===== src/rtl/tx5b_pkg.sv =====
package tx5b_pkg;
   localparam logic [4:0] SYM_IDLE = 5'b11111;
   localparam logic [4:0] SYM_J    = 5'b11000;
   localparam logic [4:0] SYM_K    = 5'b10001;
   localparam logic [4:0] SYM_T    = 5'b01101;
   localparam logic [4:0] SYM_R    = 5'b00111;
   localparam logic [4:0] SYM_HALT = 5'b00100;

   typedef enum logic [2:0] {
      PH_IDLE, PH_K, PH_DATA, PH_T, PH_R
   } phase_e;

   typedef enum logic [2:0] {
      SEL_IDLE, SEL_J, SEL_K, SEL_DATA, SEL_T, SEL_R, SEL_RAW
   } sym_sel_e;
endpackage


===== src/rtl/tx5b_nibble_map.sv =====
module tx5b_nibble_map #(
   parameter int NIBBLE_W = 4,
   parameter int CODE_W   = 5,
   parameter bit USE_CASE = 1'b1
) (
   input  logic [NIBBLE_W-1:0] nib,
   output logic [CODE_W-1:0]   sym
);
   localparam int ENTRIES = 1 << NIBBLE_W;

   if (NIBBLE_W != 4 || CODE_W != 5) begin : g_bad_width
      $error("tx5b_nibble_map supports only a 4-bit to 5-bit mapping");
   end

   if (USE_CASE) begin : g_case
      always_comb begin
         unique case (nib)
            4'h0: sym = 5'b11110;
            4'h1: sym = 5'b01001;
            4'h2: sym = 5'b10100;
            4'h3: sym = 5'b10101;
            4'h4: sym = 5'b01010;
            4'h5: sym = 5'b01011;
            4'h6: sym = 5'b01110;
            4'h7: sym = 5'b01111;
            4'h8: sym = 5'b10010;
            4'h9: sym = 5'b10011;
            4'hA: sym = 5'b10110;
            4'hB: sym = 5'b10111;
            4'hC: sym = 5'b11010;
            4'hD: sym = 5'b11011;
            4'hE: sym = 5'b11100;
            default: sym = 5'b11101;
         endcase
      end
   end else begin : g_flat
      localparam logic [ENTRIES*CODE_W-1:0] FLAT = {
         5'b11101, 5'b11100, 5'b11011, 5'b11010,
         5'b10111, 5'b10110, 5'b10011, 5'b10010,
         5'b01111, 5'b01110, 5'b01011, 5'b01010,
         5'b10101, 5'b10100, 5'b01001, 5'b11110};
      assign sym = FLAT[nib*CODE_W +: CODE_W];
   end
endmodule


===== src/rtl/tx5b_frame_fsm.sv =====
module tx5b_frame_fsm
   import tx5b_pkg::*;
(
   input  logic     clk,
   input  logic     rst_n,
   input  logic     tx_en,
   input  logic     bypass,
   output phase_e   cur_phase,
   output sym_sel_e sel
);
   phase_e nxt_phase;

   always_comb begin
      nxt_phase = cur_phase;
      sel       = SEL_IDLE;
      if (bypass) begin
         sel       = SEL_RAW;
         nxt_phase = PH_IDLE;
      end else begin
         unique case (cur_phase)
            PH_IDLE: if (tx_en) begin
               sel       = SEL_J;
               nxt_phase = PH_K;
            end
            PH_K: begin
               sel       = SEL_K;
               nxt_phase = tx_en ? PH_DATA : PH_T;
            end
            PH_DATA: if (tx_en) begin
               sel = SEL_DATA;
            end else begin
               sel       = SEL_T;
               nxt_phase = PH_R;
            end
            PH_T: begin
               sel       = SEL_T;
               nxt_phase = PH_R;
            end
            PH_R: begin
               sel       = SEL_R;
               nxt_phase = PH_IDLE;
            end
            default: nxt_phase = PH_IDLE;
         endcase
      end
   end

   always_ff @(posedge clk or negedge rst_n) begin
      if (!rst_n) cur_phase <= PH_IDLE;
      else        cur_phase <= nxt_phase;
   end
endmodule


===== src/rtl/tx5b_sym_out.sv =====
module tx5b_sym_out
   import tx5b_pkg::*;
#(
   parameter int NIBBLE_W = 4,
   parameter int CODE_W   = 5
) (
   input  logic                clk,
   input  logic                rst_n,
   input  sym_sel_e            sel,
   input  logic                tx_er,
   input  logic [NIBBLE_W-1:0] txd,
   input  logic [CODE_W-1:0]   data_sym,
   output logic [CODE_W-1:0]   code_out
);
   logic [CODE_W-1:0] sym_nxt;

   always_comb begin
      unique case (sel)
         SEL_J:    sym_nxt = SYM_J;
         SEL_K:    sym_nxt = SYM_K;
         SEL_DATA: sym_nxt = tx_er ? SYM_HALT : data_sym;
         SEL_T:    sym_nxt = SYM_T;
         SEL_R:    sym_nxt = SYM_R;
         SEL_RAW:  sym_nxt = {tx_er, txd};
         default:  sym_nxt = SYM_IDLE;
      endcase
   end

   always_ff @(posedge clk or negedge rst_n) begin
      if (!rst_n) code_out <= SYM_IDLE;
      else        code_out <= sym_nxt;
   end
endmodule


===== src/rtl/mii_5b_tx_encoder.sv =====
module mii_5b_tx_encoder
   import tx5b_pkg::*;
#(
   parameter int NIBBLE_W     = 4,
   parameter bit MAP_USE_CASE = 1'b1
) (
   input  logic                clk,
   input  logic                rst_n,
   input  logic                tx_en,
   input  logic                tx_er,
   input  logic [NIBBLE_W-1:0] txd,
   input  logic                bypass,
   output logic [NIBBLE_W:0]   code_out,
   output logic                code_valid
);
   localparam int CODE_W = NIBBLE_W + 1;

   if (NIBBLE_W != 4) begin : g_bad_nibble
      $error("mii_5b_tx_encoder requires NIBBLE_W == 4");
   end

   phase_e            cur_phase;
   sym_sel_e          sel;
   logic [CODE_W-1:0] data_sym;

   tx5b_frame_fsm i_fsm (
      .clk       (clk),
      .rst_n     (rst_n),
      .tx_en     (tx_en),
      .bypass    (bypass),
      .cur_phase (cur_phase),
      .sel       (sel)
   );

   tx5b_nibble_map #(
      .NIBBLE_W (NIBBLE_W),
      .CODE_W   (CODE_W),
      .USE_CASE (MAP_USE_CASE)
   ) i_map (
      .nib (txd),
      .sym (data_sym)
   );

   tx5b_sym_out #(
      .NIBBLE_W (NIBBLE_W),
      .CODE_W   (CODE_W)
   ) i_out (
      .clk      (clk),
      .rst_n    (rst_n),
      .sel      (sel),
      .tx_er    (tx_er),
      .txd      (txd),
      .data_sym (data_sym),
      .code_out (code_out)
   );

   assign code_valid = 1'b1;
endmodule


===== config.mk =====
export PLATFORM = sky130hd
export DESIGN_NAME = mii_5b_tx_encoder
export DESIGN_NICKNAME = d
export VERILOG_FILES = /design/src/rtl/tx5b_pkg.sv /design/src/rtl/tx5b_nibble_map.sv /design/src/rtl/tx5b_frame_fsm.sv /design/src/rtl/tx5b_sym_out.sv /design/src/rtl/mii_5b_tx_encoder.sv
export SDC_FILE = /design/constraint.sdc
export NUM_CORES = 1
export LEC_CHECK = 0
export BUFFER_PORTS_ARGS = -buffer_cell sky130_fd_sc_hd__buf_2
export CORE_ASPECT_RATIO = 0.9
export CORE_UTILIZATION = 30
export DETAILED_ROUTE_END_ITERATION = 12
export GPL_TIMING_DRIVEN = 0
export HOLD_SLACK_MARGIN = 0.03
export SLEW_MARGIN = 20
export SYNTH_ARGS = -nofsm -noshare
export SYNTH_HDL_FRONTEND = slang
export SYNTH_SLANG_ARGS = --single-unit
export TNS_END_PERCENT = 20

===== constraint.sdc =====
create_clock -name clk -period 1.9 [get_ports clk]
set_input_delay 0.095 -clock clk [delete_from_list [all_inputs] [get_ports clk]]
set_output_delay 0.095 -clock clk [all_outputs]
set_load 0.02 [all_outputs]

==> flow_metrics.env <==
export IMPL_status="completed"
export IMPL_hold_violations=0
export IMPL_netlist_area_um2=478
export IMPL_critical_path_class="reg2reg"
export IMPL_mostFrequentLayoutCells="13 x buf_2, 6 x nor2_1, 5 x dfstp_2"
export IMPL_syn_area_per_cell_um2=9.75
export IMPL_finalClockSkew_ps=9.35
export IMPL_yosysWarningCount=0
export IMPL_maxCapViolCount=0
export IMPL_num_antenna_cells=0
export IMPL_fill_cells=151
export IMPL_worst_ep_required_time_ps=2050
export IMPL_drtIter0Drc=9
export IMPL_numPortBuffers=13
export IMPL_leakagePower_nw=0.283
export IMPL_dp_hpwl_um=735
export IMPL_preCtsSetupSlack_ps=485
export IMPL_whs_ps=119
export IMPL_netlist_instances=49
export IMPL_cts_htree_levels=1
export IMPL_grt_max_degree=11
export IMPL_powerDensity_nw_per_um2=774
export IMPL_synth_top_area_share_pct=27.5
export IMPL_num_rows=13
export IMPL_crit_path_end_kind="register"
export IMPL_synth_nets=58
export IMPL_min_path_type="in2reg"
export IMPL_coreArea_um2=1460
export IMPL_synth_distinct_cells=29
export IMPL_insertion_delay_ps=250
export IMPL_rrSetupSlack_ps=460
export IMPL_grt_pass1_vias=308
export IMPL_clk_pin_slew_ps=60
export IMPL_multiInputGateArea_um2=249
export IMPL_fin_util_pct=40.9
export IMPL_fin_nets=77
export IMPL_setup_viol=0
export IMPL_ant_nets=0
export IMPL_layout_commonest_cell="buf_2"
export IMPL_yosysSeqAreaShare_pct=43.2
export IMPL_ys_ff_latch=8
export IMPL_dieWidth_um=44.1
export IMPL_vias_per_cell=5.05
export IMPL_maxSlewViolCount=0
export IMPL_cts_resized=0
export IMPL_dp_cells=77
export IMPL_synth_adder_area_share_pct=0
export IMPL_die_area_um2=1760
export IMPL_max_freq_ghz=0.693
export IMPL_synth_compound_area_share_pct=22.5
export IMPL_synth_top_family_by_area="simple AND/OR/NAND/NOR gates"
export IMPL_cts_root_buffer="clkbuf_4"
export IMPL_synth_xor_area_share_pct=1.83
export IMPL_arrival_ps=1600
export IMPL_pin_count=15
export IMPL_period_share_pct=76.0
export IMPL_grt_pass1_wl_um=1340
export IMPL_cts_made_buffers=3
export IMPL_dr_total_vias=414
export IMPL_crit_fanout=9
export IMPL_cts_sinks=8
export IMPL_r2r_cells=3
export IMPL_regArea_um2=206
export IMPL_first_pass_iters=2
export IMPL_start_kind="register"
export IMPL_worstHoldPathCells=2
export IMPL_synth_area_leaders="dfstp_2 27%, dfrtp_1 16%, nor2_1 4.7%, nand3b_4 4.2%, nand2b_1 3.9%"
export IMPL_die_y_um=39.9
export IMPL_synth_area_mux_share_pct=2.36
export IMPL_finalCriticalPeriod_ps=1440
export IMPL_gr_total_overflow=0
export IMPL_grtUsageTotal_pct=11.6
export IMPL_drc_errors=0
export IMPL_cts_tree="built"
export IMPL_wl_per_cell_um=11.6
export IMPL_layout_setup_ws_ps=456
export IMPL_grt_setup_unrepaired="no"
export IMPL_synth_top_area_cell="dfstp_2"
export IMPL_synthSimpleGateAreaFrac_pct=24.6
export IMPL_routed_wl_um=953
export IMPL_start_util_pct=32.6
export IMPL_cts_buffer_depth=2
export IMPL_tns_ps=0
export IMPL_instances_no_fill=82
export IMPL_grt_antenna_before_repair=0
export IMPL_peakVddDrop_v=0.000239
export IMPL_globalplace_congestion=0.735
export IMPL_drive_gt1_share_pct=41.8
export IMPL_syn_to_final_growth_pct=25.1
## layout make-up
class	count	area share, %
multi-input cells	36	41.6
flip-flops and latches	8	34.5
repair buffers	14	12.6
clock buffers	4	4.39
well taps	15	3.14
plain buffers	3	2.51
inverters	2	1.26
## registers in the layout, indices dropped and copies added (netlist names)
signal / flops
i_fsm.cur_phase: 3
i_out.code_out: 5
## stage by stage
step | power (W) | cell area (um^2)
final | 0.000463 | 598
after global routing | 0.000489 | 598
after CTS | 0.000468 | 598
after detailed placement | 0.000328 | 562
after global placement | 0.000328 | 562
after floorplan | 0.000288 | 478
## power by group
group          switching (W)  internal, W  total, W  leakage (nW)
clock              0.0000546    0.0000801  0.000135        0.0150
combinational      0.0000658    0.0000502  0.000116         0.175
sequential         0.0000146     0.000197  0.000212        0.0930
## cell usage after synthesis
| master | count |
|---|---|
| nand3_1 | 1 |
| and3_1 | 1 |
| a32oi_1 | 1 |
| conb_1 | 1 |
| o31ai_1 | 2 |
| a21oi_1 | 2 |
| nand3b_4 | 1 |
| nand2b_1 | 3 |
| nor3_1 | 2 |
| or2_2 | 1 |
| xnor2_1 | 1 |
| o221ai_2 | 1 |
| nor2_1 | 6 |
| o41ai_1 | 1 |
| dfrtp_1 | 3 |
| o211ai_2 | 1 |
| o2bb2ai_1 | 1 |
| buf_4 | 1 |
| o21ai_0 | 1 |
| clkbuf_1 | 2 |
| o221ai_1 | 1 |
| or4_4 | 1 |
| nor4_1 | 1 |
| inv_1 | 2 |
| nand2_1 | 3 |
| mux2_2 | 1 |
| a21o_1 | 1 |
| a21boi_0 | 1 |
| dfstp_2 | 5 |
## worst max-delay path: stages, from the launching register on
cell,delay [ps]
dfrtp_1,360
clkbuf_1,190
or4_4,600
o221ai_1,190
## cells by family after synthesis
logic type / after synthesis
buf+inv: 5
compound gates: 13
xor+xnor: 1
simple gates: 20
mux: 1
other cells: 1
flops: 8
## path summary, 6_finish.rpt
| path | from | end |
|---|---|---|
| hold / removal | txd[0] | i_out.code_out[0]$_DFF_PN1_ |
| max in group asynchronous | rst_n | i_out.code_out[3]$_DFF_PN1_ |
| setup reg to reg | i_fsm.cur_phase[2]$_DFFE_PN0P_ | i_out.code_out[3]$_DFF_PN1_ |
| hold reg to reg | i_fsm.cur_phase[1]$_DFFE_PN0P_ | i_fsm.cur_phase[0]$_DFFE_PN0P_ |
| min in group asynchronous | rst_n | i_fsm.cur_phase[0]$_DFFE_PN0P_ |
| setup / recovery | i_fsm.cur_phase[2]$_DFFE_PN0P_ | i_out.code_out[3]$_DFF_PN1_ |
## per-layer routing
layer  wire length (um)  global-route usage, %  vias to the layer above
met3                 15                   4.15                        2
met1                492                   16.0                      188
met2                431                   14.0                        8
li1                   -                      -                      216
met5                  0                      0                        -
met4                 13                   9.09                        0
## what timing repair did
| action | in CTS | in global routing |
|---|---|---|
| buffers inserted | 0 | 0 |
| endpoints found under the hold margin | 8 | 0 |
| hold buffers | 1 | 0 |
Note: power is estimated with default switching activity, not from simulation.
